==> config.mk <==
export PLATFORM = sky130hd
export DESIGN_NAME = ata_status_ctrl
export DESIGN_NICKNAME = d
export VERILOG_FILES = /design/src/rtl/ata_stat_pkg.sv /design/src/rtl/ata_cmd_gate.sv /design/src/rtl/ata_flag_regs.sv /design/src/rtl/ata_irq_ctl.sv /design/src/rtl/ata_status_ctrl.sv
export SDC_FILE = /design/constraint.sdc
export NUM_CORES = 1
export LEC_CHECK = 0
export BUFFER_PORTS_ARGS = -buffer_cell sky130_fd_sc_hd__buf_2
export CAP_MARGIN = 30
export CORE_UTILIZATION = 47
export CTS_CLUSTER_DIAMETER = 40
export CTS_CLUSTER_SIZE = 14
export DETAILED_ROUTE_END_ITERATION = 6
export PLACE_DENSITY = 0.82
export SLEW_MARGIN = 10
export SYNTH_ARGS = -nofsm -noshare
export SYNTH_HDL_FRONTEND = slang
export SYNTH_SLANG_ARGS = --single-unit
==> constraint.sdc <==
create_clock -name clk -period 2.3 [get_ports clk]
set_input_delay 0.23 -clock clk [delete_from_list [all_inputs] [get_ports clk]]
set_output_delay 0.23 -clock clk [all_outputs]
set_load 0.03 [all_outputs]
==> src/rtl/ata_stat_pkg.sv <==
package ata_stat_pkg;
  localparam int STAT_W  = 8;
  localparam int B_BSY   = 7;
  localparam int B_DRDY  = 6;
  localparam int B_DWF   = 5;
  localparam int B_DSC   = 4;
  localparam int B_DRQ   = 3;
  localparam int B_CORR  = 2;
  localparam int B_IDX   = 1;
  localparam int B_ERR   = 0;

  typedef struct packed {
    logic bsy;
    logic drdy;
    logic dwf;
    logic dsc;
    logic drq;
    logic corr;
    logic err;
  } flags_t;

  function automatic logic [STAT_W-1:0] pack_status(input flags_t f);
    logic [STAT_W-1:0] s;
    s = '0;
    if (f.bsy) begin
      s[B_BSY] = 1'b1;
    end else begin
      s[B_DRDY] = f.drdy;
      s[B_DWF]  = f.dwf;
      s[B_DSC]  = f.dsc;
      s[B_DRQ]  = f.drq;
      s[B_CORR] = f.corr;
      s[B_IDX]  = 1'b0;
      s[B_ERR]  = f.err;
    end
    return s;
  endfunction
endpackage

==> src/rtl/ata_cmd_gate.sv <==
module ata_cmd_gate #(
  parameter int CMD_W = 8
) (
  input  logic             clk,
  input  logic             rst_n,
  input  logic             cmd_wr,
  input  logic [CMD_W-1:0] cmd_code,
  input  logic             bsy,
  input  logic             drdy,
  input  logic             dsc,
  output logic             accept,
  output logic             cmd_start,
  output logic [CMD_W-1:0] cmd_op
);
  logic             start_d;
  logic [CMD_W-1:0] op_d;
  logic             op_en;

  always_comb begin
    accept  = cmd_wr && !bsy && drdy && dsc;
    start_d = accept;
    op_en   = accept;
    op_d    = cmd_code;
  end

  always_ff @(posedge clk or negedge rst_n) begin
    if (!rst_n) begin
      cmd_start <= 1'b0;
      cmd_op    <= '0;
    end else begin
      cmd_start <= start_d;
      if (op_en) cmd_op <= op_d;
    end
  end


  busy_wr_ignored_chk: assert property (@(posedge clk) disable iff (!rst_n)
    (cmd_wr && bsy) |=> !cmd_start);

  start_one_cycle_chk: assert property (@(posedge clk) disable iff (!rst_n)
    cmd_start |=> !cmd_start);
endmodule

==> src/rtl/ata_flag_regs.sv <==
module ata_flag_regs
  import ata_stat_pkg::*;
(
  input  logic   clk,
  input  logic   rst_n,
  input  logic   accept,
  input  logic   done_evt,
  input  logic   eng_err,
  input  logic   eng_fault,
  input  logic   eng_seek,
  input  logic   eng_ready,
  input  logic   rd_stat,
  input  logic   drq_set,
  input  logic   drq_clr,
  input  logic   corr_set,
  output flags_t flags
);
  flags_t f_d;
  logic   pend_q, pend_d;
  logic   pval_q, pval_d;

  always_comb begin
    f_d    = flags;
    pend_d = pend_q;
    pval_d = pval_q;
    if (rd_stat && pend_q && !done_evt) begin
      f_d.drdy = pval_q;
      pend_d   = 1'b0;
    end
    if (corr_set) f_d.corr = 1'b1;
    if (accept) begin
      f_d.bsy  = 1'b1;
      f_d.err  = 1'b0;
      f_d.dwf  = 1'b0;
      f_d.corr = 1'b0;
      pend_d   = 1'b0;
    end
    if (done_evt) begin
      f_d.bsy = 1'b0;
      f_d.err = eng_err;
      f_d.dwf = eng_fault;
      f_d.dsc = eng_seek;
      if (eng_err) begin
        pend_d = 1'b1;
        pval_d = eng_ready;
      end else begin
        f_d.drdy = eng_ready;
        pend_d   = 1'b0;
      end
    end
    if (drq_clr)      f_d.drq = 1'b0;
    else if (drq_set) f_d.drq = 1'b1;
  end

  always_ff @(posedge clk or negedge rst_n) begin
    if (!rst_n) begin
      flags  <= '{bsy: 1'b0, drdy: 1'b1, dwf: 1'b0, dsc: 1'b1,
                  drq: 1'b0, corr: 1'b0, err: 1'b0};
      pend_q <= 1'b0;
      pval_q <= 1'b0;
    end else begin
      flags  <= f_d;
      pend_q <= pend_d;
      pval_q <= pval_d;
    end
  end


  err_ready_hold_chk: assert property (@(posedge clk) disable iff (!rst_n)
    (done_evt && eng_err) |=> (flags.drdy == $past(flags.drdy)));

  accept_busy_chk: assert property (@(posedge clk) disable iff (!rst_n)
    accept |=> (flags.bsy && !flags.err && !flags.dwf));

  done_idle_chk: assert property (@(posedge clk) disable iff (!rst_n)
    done_evt |=> !flags.bsy);
endmodule

==> src/rtl/ata_irq_ctl.sv <==
module ata_irq_ctl (
  input  logic clk,
  input  logic rst_n,
  input  logic done_evt,
  input  logic rd_stat,
  input  logic rd_alt,
  output logic irq_n
);
  logic req_q, req_d;

  always_comb begin
    req_d = req_q;
    if (done_evt)     req_d = 1'b1;
    else if (rd_stat) req_d = 1'b0;
  end

  always_ff @(posedge clk or negedge rst_n) begin
    if (!rst_n) req_q <= 1'b0;
    else        req_q <= req_d;
  end

  assign irq_n = !req_q;


  done_irq_chk: assert property (@(posedge clk) disable iff (!rst_n)
    done_evt |=> !irq_n);

  rd_clear_chk: assert property (@(posedge clk) disable iff (!rst_n)
    (rd_stat && !done_evt) |=> irq_n);

  alt_keep_chk: assert property (@(posedge clk) disable iff (!rst_n)
    (rd_alt && !rd_stat && !done_evt) |=> $stable(irq_n));
endmodule

==> src/rtl/ata_status_ctrl.sv <==
module ata_status_ctrl
  import ata_stat_pkg::*;
#(
  parameter int CMD_W = 8
) (
  input  logic              clk,
  input  logic              rst_n,
  input  logic              rd_stat,
  input  logic              rd_alt,
  input  logic              cmd_wr,
  input  logic [CMD_W-1:0]  cmd_code,
  output logic [STAT_W-1:0] status_o,
  output logic              irq_n,
  output logic              cmd_start,
  output logic [CMD_W-1:0]  cmd_op,
  input  logic              eng_done,
  input  logic              eng_err,
  input  logic              eng_fault,
  input  logic              eng_seek,
  input  logic              eng_ready,
  input  logic              drq_set,
  input  logic              drq_clr,
  input  logic              corr_set
);
  flags_t flags;
  logic   accept;
  logic   done_evt;

  assign done_evt = eng_done && flags.bsy;
  assign status_o = pack_status(flags);

  ata_cmd_gate #(.CMD_W(CMD_W)) u_gate (
    .clk(clk), .rst_n(rst_n), .cmd_wr(cmd_wr), .cmd_code(cmd_code),
    .bsy(flags.bsy), .drdy(flags.drdy), .dsc(flags.dsc),
    .accept(accept), .cmd_start(cmd_start), .cmd_op(cmd_op)
  );

  ata_flag_regs u_flags (
    .clk(clk), .rst_n(rst_n), .accept(accept), .done_evt(done_evt),
    .eng_err(eng_err), .eng_fault(eng_fault), .eng_seek(eng_seek),
    .eng_ready(eng_ready), .rd_stat(rd_stat), .drq_set(drq_set),
    .drq_clr(drq_clr), .corr_set(corr_set), .flags(flags)
  );

  ata_irq_ctl u_irq (
    .clk(clk), .rst_n(rst_n), .done_evt(done_evt), .rd_stat(rd_stat),
    .rd_alt(rd_alt), .irq_n(irq_n)
  );


  busy_mask_chk: assert property (@(posedge clk) disable iff (!rst_n)
    (cmd_start) |-> (status_o == 8'h80));
endmodule

==> results.toml, run 1 <==
[cts]
htreeDepth = 1
cts_made_buffers = 3
root_buffer = "clkbuf_4"
worst_setup_hold_path_clk_slew_ps = 100
clock_path_buffers = 2
cts_setup_buffers = 0
clkLatencyLatePin_ps = 290
cts_tree = "done"
clock-sinks = 19

[detailed_routing]
drc_errors = 2
drt_iter0_drc = 11
vias = 607
ant_nets = 0
via_per_inst = 5.188
wirelength_um = 1472
post_drt_wl_per_cell_um = 12.58
firstDrtPassIters = 7

[critical_path]
rrSetupSlack_ps = 880
r2r-end = "u_gate.cmd_op[3]$_DFFE_PN0P_"
required_ps = 2070
crit_arrival_ps = 1210
startpoint = "u_flags.flags[6]$_DFFE_PN0P_"
critPathCapture = "status_o[0]"
cp-start-kind = "flip-flop"
reg2reg_from = "u_flags.flags[6]$_DFFE_PN0P_"
path_class = "reg -> out"
cp_max_fo = 13
reg2reg_depth = 2
endpoint_kind = "output pin"

[min_path]
min_path_type = "in -> reg"

[timing]
setup_ws_ps = 856.9
fin_crit_ps = 1443
timing.final.crit_share_pct = 62.74
hold_viol_final = 0
timing.setup.tns_ps = 0
fmaxAchievable_ghz = 0.6929
setup_violations = 0
hold_slack_ps = 76.27
finalMaxSlewViolations = 0
rsz0062_at_grt = "false"
fin_skew_ps = 2.602

[layout]
fin_nets = 123
syn_to_final_growth_pct = 24.81
fin_cells = 117
multiInputGateArea_um2 = 299.0
diodes = 0
regArea_um2 = 478.0
drive_gt1_share_pct = 52.48
fillers = 132

[floorplanning]
dieHeight_um = 43.82
rows = 14
initial_utilization_pct = 52.14
core_area_mm2 = 0.001577
die_w_um = 43.82
pin_count = 39
die_area_mm2 = 0.001920

[placement]
dp_worst_setup_slack_ps = 896.3
port_buffers = 36
dp_hpwl_um = 1081
place_inst = 112
gp_congestion = 0.7909

[grt]
antenna_found_initial = 0
grt_max_degree = 20
grt_overflow = 0
grt_pass1_wl_um = 2504
track_usage_pct = 18.00
grt_pass1_vias = 608

[yosys]
synth_warnings = 0
ys_seq_area_share_pct = 58.14
ys_types = 19
syn_area_um2 = 822.0
ys_ff_latch = 19
syn_inst = 64
synth_nets = 85
synth_area_per_cell_um2 = 12.84

[pwr]
p_leak_nw = 0.5666
ir_drop_v = 0.0006389
power_density_mw_per_mm2 = 1488

[status]
failed_checks = "DRC"
status = "finished, violations left"

[job]
maxCapViolations = 0
how the worst min path moves through the flow:
stage / start / end / slack, ps / depth (start not counted)
after global placement: rst_n / u_irq.req_q$_DFFE_PN0P_ / 180 / 1
final: drq_clr / u_flags.flags[2]$_DFFE_PN0P_ / 80 / 2
after CTS: drq_clr / u_flags.flags[2]$_DFFE_PN0P_ / 70 / 2
after floorplan: rst_n / u_flags.flags[0]$_DFFE_PN0P_ / -70 / 0
after global routing: drq_clr / u_flags.flags[2]$_DFFE_PN0P_ / 70 / 2
after detailed placement: rst_n / u_irq.req_q$_DFFE_PN0P_ / 180 / 1
state kept, by name, summed over array words and instances (netlist names):
signal and cells:
u_flags.pval_q 1, u_gate.cmd_start 1, u_flags.pend_q 1, u_flags.flags 7, u_gate.cmd_op 8, u_irq.req_q 1
layout make-up:
cell class	instances	area share (%)
Clock buffer	3	2.195
Clock inverter	1	0.4878
Inverter	3	1.098
Multi-Input combinational cell	38	29.15
Sequential cell	19	46.59
Tap cell	16	1.951
Timing Repair Buffer	37	18.54
synthesized netlist by cell type:
master / number / area, um2
dfrtp_1: 17 / 425.4
nor2b_1: 6 / 37.54
mux2_2: 5 / 56.30
mux2_4: 5 / 75.07
nand2_1: 4 / 15.01
nand3_1: 4 / 20.02
nor2_1: 4 / 15.01
buf_4: 3 / 22.52
inv_1: 3 / 11.26
dfstp_2: 2 / 52.55
nor3_1: 2 / 10.01
o21ai_0: 2 / 10.01
a21oi_1: 1 / 5.000
a22o_1: 1 / 8.760
and4b_1: 1 / 10.01
buf_6: 1 / 11.26
conb_1: 1 / 3.750
nand4b_1: 1 / 8.760
nand4b_4: 1 / 23.77
cell usage in the layout, fill, tap and decap left out, types with 2 or more instances in the layout:
cell type,count
buf_2,36
clkbuf_4,3
dfrtp_1,17
dfstp_2,2
inv_1,3
mux2_2,5
mux2_4,5
nand2_1,4
nand3_1,4
nor2_1,4
nor2b_1,6
nor3_1,2
o21ai_0,2
what timing repair did:
action,in CTS,in global routing
hold endpoints to repair,17,0
gates resized for setup,0,0
hold buffers,1,0
power breakdown:
part	leakage (nW)	internal (mW)	switching [mW]
clock	0.0177	0.0646	0.0957
combinational	0.319	0.298	0.474
sequential	0.230	0.492	0.102
metrics by stage:
step | cell area, um2 | utilization, % | total power, mW
floorplan | 822.0 | - | 1.195
global placement | 988.4 | 62.70 | 1.354
detailed placement | 988.4 | 62.70 | 1.376
CTS | 1026 | 65.08 | 1.539
global route | 1026 | 65.08 | 1.626
finish | 1026 | 65.08 | 1.526
cell families (layout without fill, tap and decap cells):
family | Yosys count | after routing | share of synthesized area (%)
buffers and inverters | 7 | 44 | 5.479
multiplexers | 10 | 10 | 15.98
AO/OA/AOI/OAI | 4 | 4 | 2.892
AND/OR/NAND/NOR | 23 | 23 | 17.05
other | 1 | 1 | 0.4562
flip-flops | 19 | 19 | 58.14
critical path, stage by stage (launching register included):
cell and delay (ps):
dfrtp_1 540, nor2b_1 180, buf_2 210
per-layer routing:
layer  part of all wire [%]  global-route usage, %  up-vias
li1                       -                      -      284
met3                    5.3                  2.500        4
met5                      0                      0        -
met1                     42                  20.60      289
met4                    2.9                  13.13        0
met2                     50                  30.45       30
No activity file was read; power rests on OpenSTA's default activity.
==> inputs of run 2 (changes only) <==
- ABC_AREA: default -> 1
- CORE_ASPECT_RATIO: default -> 1.4
- CORE_UTILIZATION: 47 -> 40
- PLACE_DENSITY: 0.82 -> 0.74
- clock period: 2.3 -> 1.3 ns (I/O delays scaled with it)
==> results.toml, run 2 <==
[pwr]
switchingPower_mw = 1.252
comb_power_share_pct = 52.6
p_seq_share_pct = 36.3
power_density_mw_per_mm2 = 2456
p_int_mw = 1.446
p_leak_nw = 0.6528
pwr-share-clk_pct = 11.1
ir_drop_v = 0.0009022
switching_share_pct = 46.41

[floorplanning]
dieHeight_um = 55.85
die_area_mm2 = 0.002259
initial_utilization_pct = 42.49
core_area_mm2 = 0.001949
die_w_um = 40.46
pin_count = 39
rows = 19

[cts]
clock_path_buffers = 2
htreeDepth = 1
worst_setup_hold_path_clk_slew_ps = 110
clkLatencyLatePin_ps = 300
cts_tree = "done"
root_buffer = "clkbuf_4"
clock-sinks = 19
cts_made_buffers = 3

[layout]
post-route-util_pct = 56.35
fin_nets = 162
fillers = 194
top_register = "u_gate.cmd_op"
drive_gt1_share_pct = 39.29
layout_common_cells = "37 x nand2_1, 30 x buf_2, 17 x dfrtp_1, 13 x nor2_1, 9 x buf_4"
syn_to_final_growth_pct = 32.63
diodes = 0
largest_reg_flops = 8
final_common_cell = "nand2_1"
largest_registers = "u_gate.cmd_op: 8 flops, u_flags.flags: 7 flops"

[job]
maxCapViolations = 0

[detailed_routing]
wirelength_um = 1629
post_drt_wl_per_cell_um = 10.12
drc_errors = 0
firstDrtPassIters = 4
vias = 732
drt_iter0_drc = 19
ant_nets = 0
via_per_inst = 4.547

[timing]
timing.setup.tns_ps = 0
fmaxAchievable_ghz = 0.7799
finalMaxSlewViolations = 0
rsz0062_at_grt = "true"
fin_crit_ps = 1282
fin_skew_ps = 7.160
setup_violations = 0
timing.final.crit_share_pct = 98.64
hold_viol_final = 0

[critical_path]
required_ps = 1170
cp_max_fo = 2
crit_arrival_ps = 1150
path_class = "reg -> out"
endpoint_kind = "output pin"
cp-start-kind = "flip-flop"

[yosys]
synth_nets = 119
synth_most_common_cell = "nand2_1"
synth_flop_cell = "dfrtp_1"
synth_area_leaders = "dfrtp_1 51%, nand2_1 17%, nor2_1 6.8%, dfstp_2 6.3%, inv_1 4.5%"
ys_seq_area_share_pct = 57.70
synth-async-reset-ratio_pct = 100.0
synth_top_area_share_pct = 51.36
synth_warnings = 0
synthTopCellsByCount = "37 x nand2_1, 17 x dfrtp_1, 15 x nor2_1"
synth_edf_count = 0
syn_area_um2 = 828.3
ys_ff_latch = 19
synth_area_per_cell_um2 = 8.452
syn_inst = 98
synth_area_leader_cell = "dfrtp_1"
ys_types = 16

[placement]
gp_congestion = 0.7251
port_buffers = 36
dp_hpwl_um = 1200

[min_path]
min_path_type = "in -> reg"

[grt]
grt_overflow = 0
grt_pass1_wl_um = 2587
grt_max_degree = 20
grt_pass1_vias = 635
antenna_found_initial = 0
track_usage_pct = 16.54

[status]
status = "finished, final reports clean"
==> run 2: cell count changes after synthesis, sizes merged <==
cell and delta:
a22o -1, and4b -1, inv +9, mux2 -10, nand2 +34, nand3 -1
nand4b -2, nor2 +12, nor2b -6, nor3 -2, o21ai +1, or2 +1
==> run 2: cells by family after synthesis <==
group	share of synthesized area [%]
AOI/OAI and AO/OA	2.416
buffers and inverters	9.970
and+or+nand+nor	29.46
other	0.4527
DFF	57.70
==> run 2: routing by layer <==
metal  vias to the layer above  track usage [%]  part of all wire, %
met5                         -                0                    0
met4                         0            10.48                  2.1
met3                         4            1.200                  5.8
met2                        27            24.94                   51
met1                       331            21.72                   41
li1                        370                -                    -
==> run 2: final timing paths <==
check	startpoint	endpoint	slack, ps	depth (start not counted)
min	cmd_code[6]	u_gate.cmd_op[6]$_DFFE_PN0P_	20	3
min reg2reg	u_gate.cmd_op[6]$_DFFE_PN0P_	u_gate.cmd_op[6]$_DFFE_PN0P_	480	2
min in group asynchronous	rst_n	u_gate.cmd_start$_DFF_PN0_	280	2
max reg2reg	u_flags.flags[6]$_DFFE_PN0P_	u_gate.cmd_op[0]$_DFFE_PN0P_	110	7
max in group asynchronous	rst_n	u_flags.flags[5]$_DFF_PN1_	680	2
max	u_flags.flags[5]$_DFF_PN1_	status_o[6]	20	3
==> run 2: cell type report <==
class	count	area, um2	area share, %
multi-input combinational	63	272.8	24.83
inverter	12	45.04	4.100
clock inverter	1	5.005	0.4556
tap	21	26.28	2.392
sequential	19	478.0	43.51
timing repair buffer	42	249.0	22.67
clock buffer	3	22.52	2.050
==> run 2: critical path: stages, from the launching register on <==
cell     delay [ps]
dfstp_2         560
inv_2            40
nor2_1           90
buf_4           160
==> run 2: repair_timing <==
item,4_1_cts,5_1_grt
endpoints found under the setup margin,6,6
pin swaps,0,2
hold buffers,2,0
endpoints found under the hold margin,18,0
resized for setup,3,11
setup buffers,1,1
==> run 2: per-stage QoR <==
step | power (mW) | hold WS (ps) | area, um2 | std cells | worst slack (ps)
floorplan | 1.941 | -165.6 | 828.3 | 98 | 198.3
global placement | 2.245 | 84.15 | 1012 | 153 | 175.2
detailed placement | 2.282 | 90.36 | 1012 | 153 | 133.0
CTS | 2.635 | 19.19 | 1075 | 160 | 9.677
global route | 2.876 | 21.88 | 1099 | 161 | -29.77
finish | 2.698 | 19.06 | 1099 | 161 | 17.73
==> run 2: power groups by stage <==
stage / registers [mW] / logic, mW / clock network, mW
finish: 0.979 / 1.42 / 0.299
global route: 1.01 / 1.54 / 0.329
CTS: 0.970 / 1.36 / 0.304
detailed placement: 0.994 / 1.29 / 0
global placement: 0.982 / 1.26 / 0
floorplan: 1.21 / 0.733 / 0
